`src/rtl/sb_pkg.sv`:
```
package sb_pkg;

  // Life cycle of one functional-unit slot.
  typedef enum logic [1:0] {
    SLOT_FREE = 2'd0,  // no instruction held
    SLOT_WAIT = 2'd1,  // issued, waiting for source operands
    SLOT_EXEC = 2'd2,  // operands read, unit executing
    SLOT_DONE = 2'd3   // result ready, waiting for write grant
  } slot_st_e;

endpackage

```
`src/rtl/sb_reg_status.sv`:
```
module sb_reg_status #(
  parameter int NUM_REGS = 8,
  parameter int REG_W    = 3,
  parameter int FU_W     = 2
) (
  input  logic                           clk,
  input  logic                           rst_n,
  input  logic                           set_en,
  input  logic [REG_W-1:0]               set_reg,
  input  logic [FU_W-1:0]                set_tag,
  input  logic                           clr_en,
  input  logic [REG_W-1:0]               clr_reg,
  output logic [NUM_REGS-1:0]            pend_v,
  output logic [NUM_REGS-1:0][FU_W-1:0]  pend_tag
);

  logic [NUM_REGS-1:0]           pend_v_q, pend_v_n;
  logic [NUM_REGS-1:0][FU_W-1:0] tag_q, tag_n;
  logic                          upd_en;

  assign upd_en = set_en | clr_en;

  always_comb begin
    pend_v_n = pend_v_q;
    tag_n    = tag_q;
    if (clr_en) pend_v_n[clr_reg] = 1'b0;
    if (set_en) begin
      pend_v_n[set_reg] = 1'b1;
      tag_n[set_reg]    = set_tag;
    end
  end

  always_ff @(posedge clk or negedge rst_n) begin
    if (!rst_n) begin
      pend_v_q <= '0;
      tag_q    <= '0;
    end else if (upd_en) begin
      pend_v_q <= pend_v_n;
      tag_q    <= tag_n;
    end
  end

  assign pend_v   = pend_v_q;
  assign pend_tag = tag_q;

  // A new pending mark never lands on a register that already has one.
  assert_set_free_R3: assert property (@(posedge clk) disable iff (!rst_n)
    set_en |-> !pend_v_q[set_reg]);

  // A writeback always clears a register that was marked pending.
  assert_clr_marked_R3: assert property (@(posedge clk) disable iff (!rst_n)
    clr_en |-> pend_v_q[clr_reg]);

endmodule

```
`src/rtl/sb_unit_slot.sv`:
```
module sb_unit_slot
  import sb_pkg::*;
#(
  parameter int REG_W = 3,
  parameter int FU_W  = 2
) (
  input  logic             clk,
  input  logic             rst_n,
  input  logic             alloc,
  input  logic [REG_W-1:0] a_dst,
  input  logic [REG_W-1:0] a_src1,
  input  logic [REG_W-1:0] a_src2,
  input  logic             a_rdy1,
  input  logic             a_rdy2,
  input  logic [FU_W-1:0]  a_tag1,
  input  logic [FU_W-1:0]  a_tag2,
  input  logic             ex_done,
  input  logic             wb_grant,
  input  logic             wb_any,
  input  logic [FU_W-1:0]  wb_tag,
  output slot_st_e         state,
  output logic [REG_W-1:0] dst,
  output logic [REG_W-1:0] src1,
  output logic [REG_W-1:0] src2,
  output logic             rdy1,
  output logic             rdy2,
  output logic             rd_go,
  output logic             wb_req
);

  slot_st_e         st_q, st_n;
  logic [REG_W-1:0] dst_q, src1_q, src2_q;
  logic [FU_W-1:0]  tag1_q, tag2_q;
  logic             rdy1_q, rdy2_q, rdy1_n, rdy2_n;
  logic             wake1, wake2, fin, slot_en;

  assign rd_go  = (st_q == SLOT_WAIT) && rdy1_q && rdy2_q;
  assign fin    = (st_q == SLOT_EXEC) && ex_done;
  assign wake1  = (st_q == SLOT_WAIT) && wb_any && !rdy1_q && (tag1_q == wb_tag);
  assign wake2  = (st_q == SLOT_WAIT) && wb_any && !rdy2_q && (tag2_q == wb_tag);
  assign wb_req = (st_q == SLOT_DONE);

  always_comb begin
    st_n   = st_q;
    rdy1_n = rdy1_q | wake1;
    rdy2_n = rdy2_q | wake2;
    if (alloc) begin
      st_n   = SLOT_WAIT;
      rdy1_n = a_rdy1;
      rdy2_n = a_rdy2;
    end else if (rd_go) begin
      st_n = SLOT_EXEC;
    end else if (fin) begin
      st_n = SLOT_DONE;
    end else if (wb_grant) begin
      st_n = SLOT_FREE;
    end
  end

  assign slot_en = alloc | rd_go | fin | wb_grant | wake1 | wake2;

  always_ff @(posedge clk or negedge rst_n) begin
    if (!rst_n) begin
      st_q   <= SLOT_FREE;
      rdy1_q <= 1'b0;
      rdy2_q <= 1'b0;
    end else if (slot_en) begin
      st_q   <= st_n;
      rdy1_q <= rdy1_n;
      rdy2_q <= rdy2_n;
    end
  end

  always_ff @(posedge clk or negedge rst_n) begin
    if (!rst_n) begin
      dst_q  <= '0;
      src1_q <= '0;
      src2_q <= '0;
      tag1_q <= '0;
      tag2_q <= '0;
    end else if (alloc) begin
      dst_q  <= a_dst;
      src1_q <= a_src1;
      src2_q <= a_src2;
      tag1_q <= a_tag1;
      tag2_q <= a_tag2;
    end
  end

  assign state = st_q;
  assign dst   = dst_q;
  assign src1  = src1_q;
  assign src2  = src2_q;
  assign rdy1  = rdy1_q;
  assign rdy2  = rdy2_q;

  assert_alloc_free_R2: assert property (@(posedge clk) disable iff (!rst_n)
    alloc |-> st_q == SLOT_FREE);

  assert_read_once_R4: assert property (@(posedge clk) disable iff (!rst_n)
    rd_go |=> (st_q == SLOT_EXEC) && !rd_go);

  assert_grant_done_R6: assert property (@(posedge clk) disable iff (!rst_n)
    wb_grant |-> st_q == SLOT_DONE);

  assert_free_after_wb_R9: assert property (@(posedge clk) disable iff (!rst_n)
    wb_grant |=> st_q == SLOT_FREE);

endmodule

```
`src/rtl/sb_wb_pick.sv`:
```
module sb_wb_pick #(
  parameter int NUM_FU = 3,
  parameter int FU_W   = 2
) (
  input  logic              clk,
  input  logic              rst_n,
  input  logic [NUM_FU-1:0] alloc,
  input  logic [NUM_FU-1:0] req,
  output logic [NUM_FU-1:0] grant,
  output logic              gany,
  output logic [FU_W-1:0]   gidx
);

  // older_q[i][j] set: the instruction in slot i was accepted before slot j's.
  logic [NUM_FU-1:0][NUM_FU-1:0] older_q, older_n;
  logic                          age_en;

  assign age_en = |alloc;

  always_comb begin
    older_n = older_q;
    for (int k = 0; k < NUM_FU; k++) begin
      if (alloc[k]) begin
        for (int j = 0; j < NUM_FU; j++) begin
          older_n[k][j] = 1'b0;
          if (j != k) older_n[j][k] = 1'b1;
        end
      end
    end
  end

  always_ff @(posedge clk or negedge rst_n) begin
    if (!rst_n) older_q <= '0;
    else if (age_en) older_q <= older_n;
  end

  always_comb begin
    grant = '0;
    for (int i = 0; i < NUM_FU; i++) begin
      logic blocked;
      blocked = 1'b0;
      for (int j = 0; j < NUM_FU; j++) begin
        if ((j != i) && req[j] && older_q[j][i]) blocked = 1'b1;
      end
      grant[i] = req[i] && !blocked;
    end
  end

  always_comb begin
    gidx = '0;
    for (int i = 0; i < NUM_FU; i++) begin
      if (grant[i]) gidx = FU_W'(i);
    end
  end

  assign gany = |grant;

  assert_one_wb_R8: assert property (@(posedge clk) disable iff (!rst_n)
    $onehot0(grant));

  assert_progress_R8: assert property (@(posedge clk) disable iff (!rst_n)
    (req != '0) |-> (grant != '0));

endmodule

```
`src/rtl/sb_issue_ctrl.sv`:
```
module sb_issue_ctrl
  import sb_pkg::*;
#(
  parameter int NUM_FU   = 3,
  parameter int NUM_REGS = 8,
  localparam int FU_W    = (NUM_FU > 1) ? $clog2(NUM_FU) : 1,
  localparam int REG_W   = (NUM_REGS > 1) ? $clog2(NUM_REGS) : 1
) (
  input  logic              clk,
  input  logic              rst_n,
  input  logic              iss_valid,
  input  logic [FU_W-1:0]   iss_fu,
  input  logic [REG_W-1:0]  iss_dst,
  input  logic [REG_W-1:0]  iss_src1,
  input  logic [REG_W-1:0]  iss_src2,
  output logic              iss_ready,
  input  logic [NUM_FU-1:0] ex_done,
  output logic [NUM_FU-1:0] rd_go,
  output logic [NUM_FU-1:0] wb_go
);

  slot_st_e                      s_st   [NUM_FU];
  logic [REG_W-1:0]              s_dst  [NUM_FU];
  logic [REG_W-1:0]              s_src1 [NUM_FU];
  logic [REG_W-1:0]              s_src2 [NUM_FU];
  logic [NUM_FU-1:0]             s_rdy1, s_rdy2, s_req, war_blk, req_ok, alloc;
  logic [NUM_REGS-1:0]           pend_v;
  logic [NUM_REGS-1:0][FU_W-1:0] pend_tag;
  logic                          sel_free, iss_fire, a_rdy1, a_rdy2, wb_any;
  logic [FU_W-1:0]               wb_idx;
  logic [REG_W-1:0]              wb_reg;

  // Issue step: target unit free and destination without a pending write.
  always_comb begin
    sel_free = 1'b0;
    for (int i = 0; i < NUM_FU; i++) begin
      if (iss_fu == FU_W'(i)) sel_free = (s_st[i] == SLOT_FREE);
    end
  end

  assign iss_ready = sel_free && !pend_v[iss_dst];
  assign iss_fire  = iss_valid && iss_ready;

  always_comb begin
    for (int i = 0; i < NUM_FU; i++) alloc[i] = iss_fire && (iss_fu == FU_W'(i));
  end

  // A source is available if nothing is pending, or its producer writes now.
  assign a_rdy1 = !pend_v[iss_src1] || (wb_any && (pend_tag[iss_src1] == wb_idx));
  assign a_rdy2 = !pend_v[iss_src2] || (wb_any && (pend_tag[iss_src2] == wb_idx));

  sb_reg_status #(
    .NUM_REGS (NUM_REGS),
    .REG_W    (REG_W),
    .FU_W     (FU_W)
  ) u_regs (
    .clk      (clk),
    .rst_n    (rst_n),
    .set_en   (iss_fire),
    .set_reg  (iss_dst),
    .set_tag  (iss_fu),
    .clr_en   (wb_any),
    .clr_reg  (wb_reg),
    .pend_v   (pend_v),
    .pend_tag (pend_tag)
  );

  for (genvar g = 0; g < NUM_FU; g++) begin : g_slot
    sb_unit_slot #(
      .REG_W (REG_W),
      .FU_W  (FU_W)
    ) u_slot (
      .clk      (clk),
      .rst_n    (rst_n),
      .alloc    (alloc[g]),
      .a_dst    (iss_dst),
      .a_src1   (iss_src1),
      .a_src2   (iss_src2),
      .a_rdy1   (a_rdy1),
      .a_rdy2   (a_rdy2),
      .a_tag1   (pend_tag[iss_src1]),
      .a_tag2   (pend_tag[iss_src2]),
      .ex_done  (ex_done[g]),
      .wb_grant (wb_go[g]),
      .wb_any   (wb_any),
      .wb_tag   (wb_idx),
      .state    (s_st[g]),
      .dst      (s_dst[g]),
      .src1     (s_src1[g]),
      .src2     (s_src2[g]),
      .rdy1     (s_rdy1[g]),
      .rdy2     (s_rdy2[g]),
      .rd_go    (rd_go[g]),
      .wb_req   (s_req[g])
    );
  end

  // Write-after-read guard: a waiting reader still needs the old value.
  always_comb begin
    for (int f = 0; f < NUM_FU; f++) begin
      war_blk[f] = 1'b0;
      for (int g = 0; g < NUM_FU; g++) begin
        if ((g != f) && (s_st[g] == SLOT_WAIT) &&
            ((s_rdy1[g] && (s_src1[g] == s_dst[f])) ||
             (s_rdy2[g] && (s_src2[g] == s_dst[f]))))
          war_blk[f] = 1'b1;
      end
    end
  end

  assign req_ok = s_req & ~war_blk;

  sb_wb_pick #(
    .NUM_FU (NUM_FU),
    .FU_W   (FU_W)
  ) u_pick (
    .clk   (clk),
    .rst_n (rst_n),
    .alloc (alloc),
    .req   (req_ok),
    .grant (wb_go),
    .gany  (wb_any),
    .gidx  (wb_idx)
  );

  always_comb begin
    wb_reg = '0;
    for (int i = 0; i < NUM_FU; i++) begin
      if (wb_idx == FU_W'(i)) wb_reg = s_dst[i];
    end
  end

  // Granted unit must be one that had reported a finished result.
  assert_wb_requested_R6: assert property (@(posedge clk) disable iff (!rst_n)
    (wb_go & ~s_req) == '0);

  // Acceptance leaves the destination marked pending in the next cycle.
  assert_mark_after_issue_R3: assert property (@(posedge clk) disable iff (!rst_n)
    iss_fire |=> !iss_ready || (iss_dst != $past(iss_dst)) || !iss_valid || 1'b1 ? pend_v[$past(iss_dst)] : 1'b1);

endmodule

```
`config.mk`:
```
export PLATFORM = sky130hd
export DESIGN_NAME = sb_issue_ctrl
export DESIGN_NICKNAME = d
export VERILOG_FILES = /design/src/rtl/sb_pkg.sv /design/src/rtl/sb_reg_status.sv /design/src/rtl/sb_unit_slot.sv /design/src/rtl/sb_wb_pick.sv /design/src/rtl/sb_issue_ctrl.sv
export SDC_FILE = /design/constraint.sdc
export NUM_CORES = 1
export LEC_CHECK = 0
export ABC_AREA = 1
export BUFFER_PORTS_ARGS = -buffer_cell sky130_fd_sc_hd__buf_2
export CORE_ASPECT_RATIO = 0.75
export CORE_MARGIN = 2
export CORE_UTILIZATION = 50
export DETAILED_ROUTE_END_ITERATION = 12
export GPL_ROUTABILITY_DRIVEN = 1
export PLACE_DENSITY = 0.77
export RECOVER_POWER = 50
export SKIP_CTS_REPAIR_TIMING = 1
export SLEW_MARGIN = 20
export SYNTH_ARGS = -nofsm -noshare
export SYNTH_HDL_FRONTEND = slang
export SYNTH_SLANG_ARGS = --single-unit
```
`constraint.sdc`:
```
create_clock -name clk -period 5.9 [get_ports clk]
set_input_delay 0.59 -clock clk [delete_from_list [all_inputs] [get_ports clk]]
set_output_delay 0.59 -clock clk [all_outputs]
set_load 0.05 [all_outputs]
```
* After elaboration in Yosys (flattened, before gate mapping)
Cells that the tools add are included.
** Storage, ports and cells
- Register bits :: 81
- Latch bits :: 0
- Memory bits (writable) :: 0
- ROM bits :: 0
- Input bits :: 17
- Output and inout port bits :: 7
- Logic and storage cells :: 269
- Memories kept :: 0
** Operators by class
- $add $sub $neg :: 0
- Multiply operators :: 0
- Divide/modulo/power cells :: 0
- Order comparisons :: 6
- Eq/ne operators :: 33
- Shifts and indexed selects :: 0
- Mux-type cells :: 64
- Bitwise logic cells :: 27
- Reduce and logical (&&, ||, !) cells :: 100
** Operators with widths (count)
- $logic_and 1x1->1 :: 60
- $eq 3x3->1 :: 12
- $mux 2 :: 16
- $mux 1 :: 31
- $or 1x1->1 :: 22
- $bwmux 16 :: 1
- $eq 2x2->1 :: 8
- $eq 2x2->1 const B :: 8
- $lt 3x4->1 const B :: 4
- $mux 8 :: 2
- $mux 3 :: 5
- $reduce_and 2->1 :: 7
- $bmux 2 s3 :: 2
- $logic_not 1->1 :: 12
- $reduce_bool 4->1 :: 3
- $eq 2x1->1 const B :: 5
- $logic_not 2->1 :: 5
- $bmux 1 s3 :: 3
- $and 8x8->8 :: 1
- $logic_or 1x1->1 :: 8
- $not 8->8 :: 1
- $or 8x8->8 :: 1
- $demux 1 s3 :: 2
- $demux 2 s3 :: 1
- other kinds (6) :: 10

* Depth between registers and ports, before layout
Gate-level depths: netlist of the first run.
- Depth in word-level cells :: 28
- Mapped depth :: 21
- Gate-level depth less buffers :: 20

* Hierarchy
From an unflattened synthesis of the first run, not the netlist that was laid out.
** Unflattened totals
- Cell total of the unflattened synthesis :: 760
- Area total of the unflattened synthesis :: 5037.3 um2
** By module, submodules not included
- sb_unit_slot :: instances 3, cells each 104, area an instance 780.7 um2, sequential area each 425.4 um2
- sb_issue_ctrl :: instances 1, cells each 277, area an instance 1375.1 um2, sequential area each 0.0 um2
- sb_reg_status :: instances 1, cells each 135, area an instance 1043.5 um2, sequential area each 600.6 um2
- sb_wb_pick :: instances 1, cells each 36, area an instance 276.5 um2, sequential area each 150.1 um2

* Worst setup path after synthesis of the first run
OpenSTA, ideal clock, no wires.
- Path kind :: input-to-reg
- Start point :: input iss_dst[0]
- End point :: register g_slot[2].u_slot.tag2_q[1]
- Setup time :: 130 ps
- Data arrival time :: 2570 ps
- Required time :: 5770 ps
- Slack :: 3200 ps
- Cell stages on the path :: 13
- Path buffers :: 3
- Path through :: buf_2 -> inv_2 -> nor3_1 -> nand2_1 -> nand3_1 -> nor4_4 -> nand2_2 -> inv_2 -> nand2_4 -> nor2_2 -> buf_6 -> buf_6 -> a31oi_1
** Between the ends
- Longest elaborated chain between the ends :: 6
** RTL lines
- start, declared :: line sb_issue_ctrl.sv:13 : input logic [REG_W-1:0] iss_dst,
- $bmux 1 s3 :: line sb_issue_ctrl.sv:41 : assign iss_ready = sel_free && !pend_v[iss_dst];
- $mux 1 (not written as such) :: line sb_issue_ctrl.sv:41
- $logic_not 1->1 :: line sb_issue_ctrl.sv:41
- $logic_and 1x1->1 :: line sb_issue_ctrl.sv:41
- named net iss_ready :: line sb_issue_ctrl.sv:16 : output logic iss_ready,
- $logic_and 1x1->1 :: line sb_issue_ctrl.sv:42 : assign iss_fire = iss_valid && iss_ready;
- $logic_and 1x1->1 :: line sb_issue_ctrl.sv:45 : for (int i = 0; i < NUM_FU; i++) alloc[i] = iss_fire && (iss_fu == FU_W'(i));
- end signal, assigned :: line sb_unit_slot.sv:86 : tag2_q <= a_tag2;
- end, declared :: line sb_unit_slot.sv:33 : logic [FU_W-1:0] tag1_q, tag2_q;
The timed path passes the listed nets, and every way through them passes these cells. The select of a mux whose other input is x is not followed.
A chain may end at the register's enable or synchronous reset.

* Worst setup path in the final report of the first run
- Start point :: register g_slot[1].u_slot.dst_q[0]
- End point :: register g_slot[0].u_slot.rdy2_q
** Between the ends
- Longest elaborated chain between the ends :: 19
- Elaborated cells on any way between the ends :: 44
- Those cells by class :: eq/ne (7); mux (8); bitwise (6); reduce/logical (23)
** RTL lines
- start, declared :: line sb_unit_slot.sv:32 : logic [REG_W-1:0] dst_q, src1_q, src2_q;
- start signal, assigned :: line sb_unit_slot.sv:82 : dst_q <= a_dst;
- $eq 3x3->1, on equally long branches :: line sb_issue_ctrl.sv:104, sb_issue_ctrl.sv:105
- $logic_and 1x1->1, on equally long branches :: line sb_issue_ctrl.sv:104, sb_issue_ctrl.sv:105
- $logic_or 1x1->1 :: line sb_issue_ctrl.sv:104 : ((s_rdy1[g] && (s_src1[g] == s_dst[f])) ||
- $logic_and 1x1->1 :: line sb_issue_ctrl.sv:103 : if ((g != f) && (s_st[g] == SLOT_WAIT) &&
- $mux 1 :: line sb_issue_ctrl.sv:103
- $mux 1 (*) :: line sb_issue_ctrl.sv:103
- $not 3->3 (*) :: line sb_issue_ctrl.sv:111 : assign req_ok = s_req & ~war_blk;
- $and 3x3->3 (*) :: line sb_issue_ctrl.sv:111
- $logic_and 1x1->1 :: line sb_wb_pick.sv:43 : if ((j != i) && req[j] && older_q[j][i]) blocked = 1'b1;
- $mux 1 (2 in series) :: line sb_wb_pick.sv:43
- $logic_not 1->1 :: line sb_wb_pick.sv:45 : grant[i] = req[i] && !blocked;
- $logic_and 1x1->1 :: line sb_wb_pick.sv:45
- $reduce_or 3->1 :: line sb_wb_pick.sv:56 : assign gany = |grant;
- $logic_and 1x1->1 :: line sb_unit_slot.sv:39, sb_unit_slot.sv:40
- $logic_and 1x1->1, on equally long branches (2 in series) :: line sb_unit_slot.sv:40, sb_unit_slot.sv:39
- $or 1x1->1, on equally long branches :: line sb_unit_slot.sv:46, sb_unit_slot.sv:60
- $mux 1 or $or 1x1->1 (tied branches) :: line sb_unit_slot.sv:47, sb_unit_slot.sv:60
- end signal, assigned :: line sb_unit_slot.sv:70 : rdy2_q <= rdy2_n;
- end, declared :: line sb_unit_slot.sv:34 : logic rdy1_q, rdy2_q, rdy1_n, rdy2_n;
Every way passes the cells marked *; elsewhere a longest branch is shown, timed or not.

==> results of run 1 <==
layer usage:
metal / global-route usage / up-vias / part of all wire
li1: - / 2253 / -
met1: 0.401 / 2230 / 0.44
met2: 0.469 / 240 / 0.44
met3: 0.0619 / 36 / 0.092
met4: 0.104 / 0 / 0.024
met5: 0 / - / 0
flip-flops by register name (all words and copies together), names as in the netlist:
name,count
g_slot.u_slot.dst,9
g_slot.u_slot.rdy1,3
g_slot.u_slot.rdy2,3
g_slot.u_slot.src1,9
g_slot.u_slot.src2,9
g_slot.u_slot.state,6
g_slot.u_slot.tag1_q,6
g_slot.u_slot.tag2_q,6
u_pick.older_q,6
u_regs.pend_tag,16
u_regs.pend_v,8
placed cells by master (no fill, tap or decap), drive strengths merged, types with 2 or more instances in the layout:
| cell | Yosys | final |
|---|---|---|
| clkbuf | 5 | 11 |
| nor2 | 76 | 76 |
| or2 | 3 | 3 |
| nand4 | 4 | 4 |
| buf | 20 | 24 |
| dfrtp | 81 | 81 |
| clkinvlp | 0 | 2 |
| clkinv | 3 | 5 |
| nand3b | 2 | 2 |
| a22oi | 2 | 2 |
| o21ai | 69 | 69 |
| inv | 78 | 78 |
| nand2 | 248 | 248 |
| xnor2 | 7 | 7 |
| nor3 | 6 | 6 |
| nor4 | 3 | 3 |
| nand3 | 53 | 53 |
| o311ai | 3 | 3 |
| a21oi | 24 | 24 |
| a31oi | 7 | 7 |
| xor2 | 8 | 8 |
worst paths after layout:
| path | to | startpoint | cells past startpoint | slack [ns] |
|---|---|---|---|---|
| max | g_slot[0].u_slot.rdy2 | g_slot[1].u_slot.dst[0] | 16 | 2.80 |
| min | g_slot[1].u_slot.src1[1] | rst_n | 1 | 0.26 |
| max reg2reg | g_slot[0].u_slot.rdy2 | g_slot[1].u_slot.dst[0] | 16 | 2.80 |
| min reg2reg | u_regs.pend_v[7] | u_regs.pend_v[7] | 2 | 0.48 |
| max in group asynchronous | g_slot[1].u_slot.src2[1] | rst_n | 1 | 5.05 |
| min in group clk | u_regs.pend_v[7] | u_regs.pend_v[7] | 2 | 0.48 |
layout make-up:
| class | instances | area (sq um) | area share |
|---|---|---|---|
| Timing Repair Buffer | 24 | 129 | 0.0244 |
| Clock inverter | 5 | 55.1 | 0.0104 |
| Clock buffer | 11 | 243 | 0.0459 |
| Sequential cell | 81 | 2030 | 0.384 |
| Inverter | 81 | 304 | 0.0575 |
| Tap cell | 132 | 165 | 0.0313 |
| Multi-Input combinational cell | 519 | 2360 | 0.447 |
power by group through the flow:
stage | clock [W] | combinational, W | sequential (W)
finish | 0.000569 | 0.00144 | 0.00110
global placement | 0 | 0.00138 | 0.00108
detailed placement | 0 | 0.00141 | 0.00109
floorplan | 0 | 0.00115 | 0.000978
CTS | 0.000573 | 0.00142 | 0.00108
global route | 0.000595 | 0.00163 | 0.00112
per-stage QoR:
step                      instances   util  instance area [sq um]  power (W)  setup slack, ns
after CTS                       853  0.554                   5280    0.00307             2.93
after global placement          837  0.522                   4980    0.00247             2.95
after floorplan                 706      -                   4850    0.00213             3.20
final                           853  0.554                   5280    0.00310             2.80
after detailed placement        837  0.522                   4980    0.00250             2.89
after global routing            853  0.554                   5280    0.00335             2.52
kinds of logic after synthesis:
family / count (synthesis) / share of synthesized area
and+or+nand+nor: 396 / 0.342
AOI/OAI and AO/OA: 108 / 0.118
DFF: 81 / 0.418
buffers and inverters: 106 / 0.0951
xor gates and xnor gates: 15 / 0.0271
worst reg2reg max path, stage by stage (launching register included):
cell,delay (ns)
dfrtp_1,0.44
inv_1,0.26
nand2_1,0.08
nand2_1,0.07
nor2_1,0.04
nand3_1,0.07
nand2_1,0.09
nand2_1,0.09
nand4_1,0.12
nand3_1,0.70
nand2_1,0.16
nor2_1,0.37
nor2_1,0.11
nand2_1,0.12
nand3_1,0.12
nand2_1,0.12
inv_1,0.04
==> flow_metrics.py, run 1 <==
metrics = {
    "run_status": {
        "outcome": "completed",
    },
    "synth": {
        "top_reg_cell_synth": "dfrtp_1",
        "synth_common_cells": "nand2_1, dfrtp_1, inv_1",
        "number_of_nets_produced_by_synthesis": 723,
        "synth_cell_type_count": 35,
        "synth_async_sr_flop_share": 1.00,
        "synth_top_area_cell": "dfrtp_1",
        "synth_edf_count": 0,
        "post_synth_inst_count": 706,
        "avgSynthCellArea_sq_um": 6.87,
        "ys_top_cells_by_area": "dfrtp_1, nand2_1, o21ai_0",
        "synth_top_cell_area_share": 0.418,
        "synth_warn": 0,
        "synth_seq_area_share": 0.418,
        "synth.most_common_cell": "nand2_1",
        "synth_seq_cells": 81,
        "post_synthesis_instance_area_sq_mm": 0.00485,
    },
    "drt": {
        "dr.first_iter.drc_count": 479,
        "routedWlPerCell_um": 16.9,
        "drt_pre_antenna_iters": 5,
        "drt_drc_violations_left": 0,
        "route.vias.total": 4759,
        "drt-vias-per-instance": 5.58,
        "route.antenna.remaining_nets": 0,
        "route.final.wire_length_mm": 14.4,
    },
    "cts": {
        "clkSinkCount": 81,
        "cts_root_buffer": "clkbuf_16",
        "clk-insertion-delay-late_ns": 0.34,
        "cts_tree": "built",
        "cts_htree_levels": 3,
        "max_clock_buf_depth": 2,
        "worst_setup_hold_path_clk_slew_ns": 0.06,
        "cts_buffers": 9,
    },
    "pwr": {
        "power.net_switching_w": 0.00148,
        "comb_power_share": 0.463,
        "power.switching_fraction": 0.477,
        "leakage_nw": 2.67,
        "powerDensity_mw_per_mm2": 587,
        "power.share.clock": 0.184,
        "sequential_share_of_power": 0.353,
        "irDropWorstVdd_mv": 0.262,
        "internal_power_w": 0.00162,
    },
    "global_route": {
        "global_route_usage_over_all_layers": 0.293,
        "grt_overflow_total": 0,
        "grt_start_max_net_pins": 82,
        "antenna_found_initial": 0,
        "grt_pass1_vias": 4575,
        "wire_length_of_the_first_global_routing_pass_mm": 23.6,
    },
    "run": {
        "maxCapViolCount": 0,
    },
    "die": {
        "ios": 24,
        "die_area_sq_mm": 0.0105,
        "initial_utilization": 0.509,
        "coreArea_sq_mm": 0.00954,
        "placement_rows": 31,
        "dieWidth_um": 118,
        "fp.dieH_um": 89.3,
    },
    "critical_path": {
        "startpoint_type": "register",
        "critical_path.slowest_cell": "nand3_1",
        "setup.worst_path.end_class": "register",
        "critPathBufInv": 2,
        "cp.arrival_ns": 3.33,
        "cp.required_ns": 6.13,
        "critical_path_class": "reg -> reg",
        "max_stage_delay_ns": 0.70,
        "worst_path_dominant_cell_family": "simple AND/OR/NAND/NOR gates",
        "critical_path.cell_chain": "inv_1 > nand2_1 > nand2_1 > nor2_1 > nand3_1 > nand2_1 > nand2_1 > nand4_1 > nand3_1 > nand2_1 > nor2_1 > nor2_1 > nand2_1 > nand3_1 > nand2_1 > inv_1",
        "peak_fanout_along_the_critical_path": 21,
        "most_common_cell_type_on_the_critical_path": "nand2_1",
    },
    "sta": {
        "timing.final.max_slew_violations": 0,
        "timing.final.crit_period_ns": 3.10,
        "fmax_mhz": 323,
        "setup_skew_ns": 0.00957,
        "hold_viol": 0,
        "slew-limit-headroom": 0.399,
        "hold_ws_ns": 0.261,
        "grt_setup_unrepaired": "false",
        "totalNegativeSetupSlack_ns": 0,
        "worst-slew-pin-transition_ns": 0.900,
        "report.final.setup_viol": 0,
        "finalCritPeriodShare": 0.525,
    },
    "place": {
        "gp_routability_congestion": 1.03,
        "port_buffers": 23,
        "hpwl_mm": 10.5,
    },
    "finish": {
        "fill_cells": 933,
        "proportion_of_layout_cells_with_a_drive_suffix_above_1": 0.0777,
        "area.growth.synth_to_final_pct": 8.90,
        "finish.net_count": 733,
        "antennaDiodeCount": 0,
    },
    "min_path": {
        "hold_path.class": "in -> async",
    },
}
No activity file was read; power rests on OpenSTA's default activity.
==> inputs of run 2 (changes only) <==
- PLACE_DENSITY: 0.77 -> 0.8
- clock period: 5.9 -> 2.7 ns (I/O delays scaled with it)
==> run 2 against run 1 <==
  * Critical endpoint is now wb_go[0]
  * Sequential share of layout area fell by 0.70 points
  * Die area did not move
  * Critical path depth fell by 3
  * Utilization increased by 1.0 points
  * Critical path type is now reg -> out
  * Via count is 0.92% higher
  * The flow now finishes with violations (capacitance limit, slew limit)
  * Routed wire length decreased by 0.92%
  * Setup slack worse by 2.6 ns
  * Clock skew down 0.0053 ns
  * Register-to-register slack worse by 2.6 ns
  * Worst hold slack worse by 0.056 ns
==> flow_metrics.py, run 2 (synthesized netlist as in run 1, its figures left out) <==
metrics = {
    "place": {
        "numPlacedInstances": 847,
        "detailedPlace.worstSlack_ns": 0.124,
        "gp_routability_congestion": 1.08,
        "hpwl_mm": 10.6,
        "port_buffers": 23,
    },
    "critical_path": {
        "critPathLaunch": "g_slot[2].u_slot.dst[1]",
        "setup.reg_to_reg.worst_slack_ns": 0.22,
        "max_stage_delay_ns": 0.56,
        "most_common_cell_type_on_the_critical_path": "nand2_1",
        "critical_path.cell_chain": "inv_2 > nand2_1 > nand2_1 > nor2_1 > nand2_1 > nand2_1 > nand2_1 > nand2_1 > nor2_1 > nand2_1 > nand2_1 > nor2_1 > buf_2",
        "setup.worst_path.end_class": "output port",
        "critical_path.reg2reg.endpoint": "u_regs.pend_v[4]",
        "critical_path.endpoint": "wb_go[0]",
        "critical_path_class": "reg -> out",
        "peak_fanout_along_the_critical_path": 9,
        "startpoint_type": "register",
        "cp.arrival_ns": 2.24,
        "worstRegToRegCells": 17,
        "critical_path.slowest_cell": "dfrtp_1",
        "cp.required_ns": 2.43,
        "r2r-start": "g_slot[0].u_slot.dst[0]",
    },
    "pwr": {
        "comb_power_share": 0.473,
        "leakage_nw": 2.73,
        "sequential_share_of_power": 0.349,
        "internal_power_w": 0.00360,
        "power.share.clock": 0.179,
        "irDropWorstVdd_mv": 0.625,
        "power.net_switching_w": 0.00327,
        "powerDensity_mw_per_mm2": 1280,
        "power.switching_fraction": 0.475,
    },
    "min_path": {
        "whs_path_depth": 3,
        "hold_path.class": "in -> reg",
    },
    "die": {
        "coreArea_sq_mm": 0.00954,
        "fp.dieH_um": 89.3,
        "ios": 24,
        "dieWidth_um": 118,
        "initial_utilization": 0.509,
        "placement_rows": 31,
        "die_area_sq_mm": 0.0105,
    },
    "run_status": {
        "outcome": "complete, but fails checks",
        "violations_in_the_final_reports": "capacitance limit, slew limit",
    },
    "finish": {
        "fill_cells": 924,
        "area.growth.synth_to_final_pct": 10.9,
        "final-instance-count-excl-fill": 864,
        "antennaDiodeCount": 0,
        "largest_register_ffs": 16,
        "finish.net_count": 745,
        "proportion_of_layout_cells_with_a_drive_suffix_above_1": 0.0943,
        "mostFrequentLayoutCells": "nand2_1, dfrtp_1, inv_1, nor2_1, o21ai_0",
        "final_common_cell": "nand2_1",
    },
    "drt": {
        "route.antenna.remaining_nets": 0,
        "drt-vias-per-instance": 5.56,
        "routedWlPerCell_um": 16.5,
        "route.vias.total": 4803,
        "drt_drc_violations_left": 0,
        "route.final.wire_length_mm": 14.3,
        "drt_pre_antenna_iters": 5,
        "dr.first_iter.drc_count": 488,
    },
    "sta": {
        "final.setup.worst_slack_ns": 0.185,
        "slew-limit-headroom": -0.383,
        "timing.final.crit_period_ns": 2.51,
        "fmax_mhz": 398,
        "hold_viol": 0,
        "timing.final.max_slew_violations": 82,
        "hold_ws_ns": 0.205,
        "report.final.setup_viol": 0,
        "setup_skew_ns": 0.00427,
        "worst-slew-pin-transition_ns": 2.08,
        "finalCritPeriodShare": 0.931,
        "totalNegativeSetupSlack_ns": 0,
        "grt_setup_unrepaired": "false",
    },
    "global_route": {
        "wire_length_of_the_first_global_routing_pass_mm": 23.1,
        "antenna_found_initial": 0,
        "grt_start_max_net_pins": 82,
        "global_route_usage_over_all_layers": 0.286,
        "grt_overflow_total": 0,
        "grt_pass1_vias": 4484,
    },
    "cts": {
        "max_clock_buf_depth": 2,
        "cts_buffers": 9,
        "cts_htree_levels": 3,
        "worst_setup_hold_path_clk_slew_ns": 0.06,
        "cts_root_buffer": "clkbuf_16",
        "clkSinkCount": 81,
        "clk-insertion-delay-late_ns": 0.35,
        "cts_tree": "built",
    },
    "run": {
        "maxCapViolCount": 1,
    },
}
-- run 2: cell count changes in the layout (fill, tap and decap cells not counted), sizes merged --
cell,previous run,this run
buf,24,32
clkbuf,11,14
clkinv,5,6
clkinvlp,2,1
-- run 2: final cells by class --
class	count	area [sq um]	share of cell area
Multi-Input combinational cell	519	2370	0.441
Sequential cell	81	2030	0.377
Inverter	81	304	0.0565
Clock buffer	10	239	0.0444
Timing Repair Buffer	36	219	0.0407
Tap cell	132	165	0.0307
Clock inverter	5	56.3	0.0105
-- run 2: worst min-delay path by stage --
stage / from / end / slack, ns
5_1_grt: ex_done[2] / g_slot[2].u_slot.state[1] / 0.22
3_5_place_dp: u_regs.pend_v[5] / u_regs.pend_v[5] / 0.46
2_1_floorplan: rst_n / g_slot[0].u_slot.dst[0] / -0.03
6_report: ex_done[1] / g_slot[1].u_slot.state[1] / 0.20
3_3_place_gp: u_regs.pend_v[4] / u_regs.pend_v[4] / 0.46
4_1_cts: rst_n / g_slot[1].u_slot.src1[1] / 0.16
-- run 2: per-layer routing --
metal / GRT usage / share of wire
met5: 0 / 0
met1: 0.390 / 0.44
met2: 0.443 / 0.44
met4: 0.128 / 0.031
met3: 0.0638 / 0.090
-- run 2: through the flow --
stage                     utilization  area (sq um)  total power, W
final                           0.564          5380         0.00687
after global routing            0.564          5380         0.00742
after CTS                       0.561          5360         0.00681
after detailed placement        0.530          5060         0.00554
after global placement          0.530          5060         0.00545
after floorplan                     -          4850         0.00466
-- run 2: power by group through the flow --
stage / Combinational, W / Sequential, W / Clock (W)
finish: 0.00325 / 0.00239 / 0.00123
global route: 0.00365 / 0.00246 / 0.00131
CTS: 0.00319 / 0.00236 / 0.00125
detailed placement: 0.00316 / 0.00238 / 0
global placement: 0.00309 / 0.00236 / 0
floorplan: 0.00252 / 0.00214 / 0
-- run 2: critical path, delay by kind of cell (launching register included) --
family / cells / cell delay [ns]
and+or+nand+nor: 11 / 0.94
DFF: 1 / 0.56
buffers and inverters: 2 / 0.40
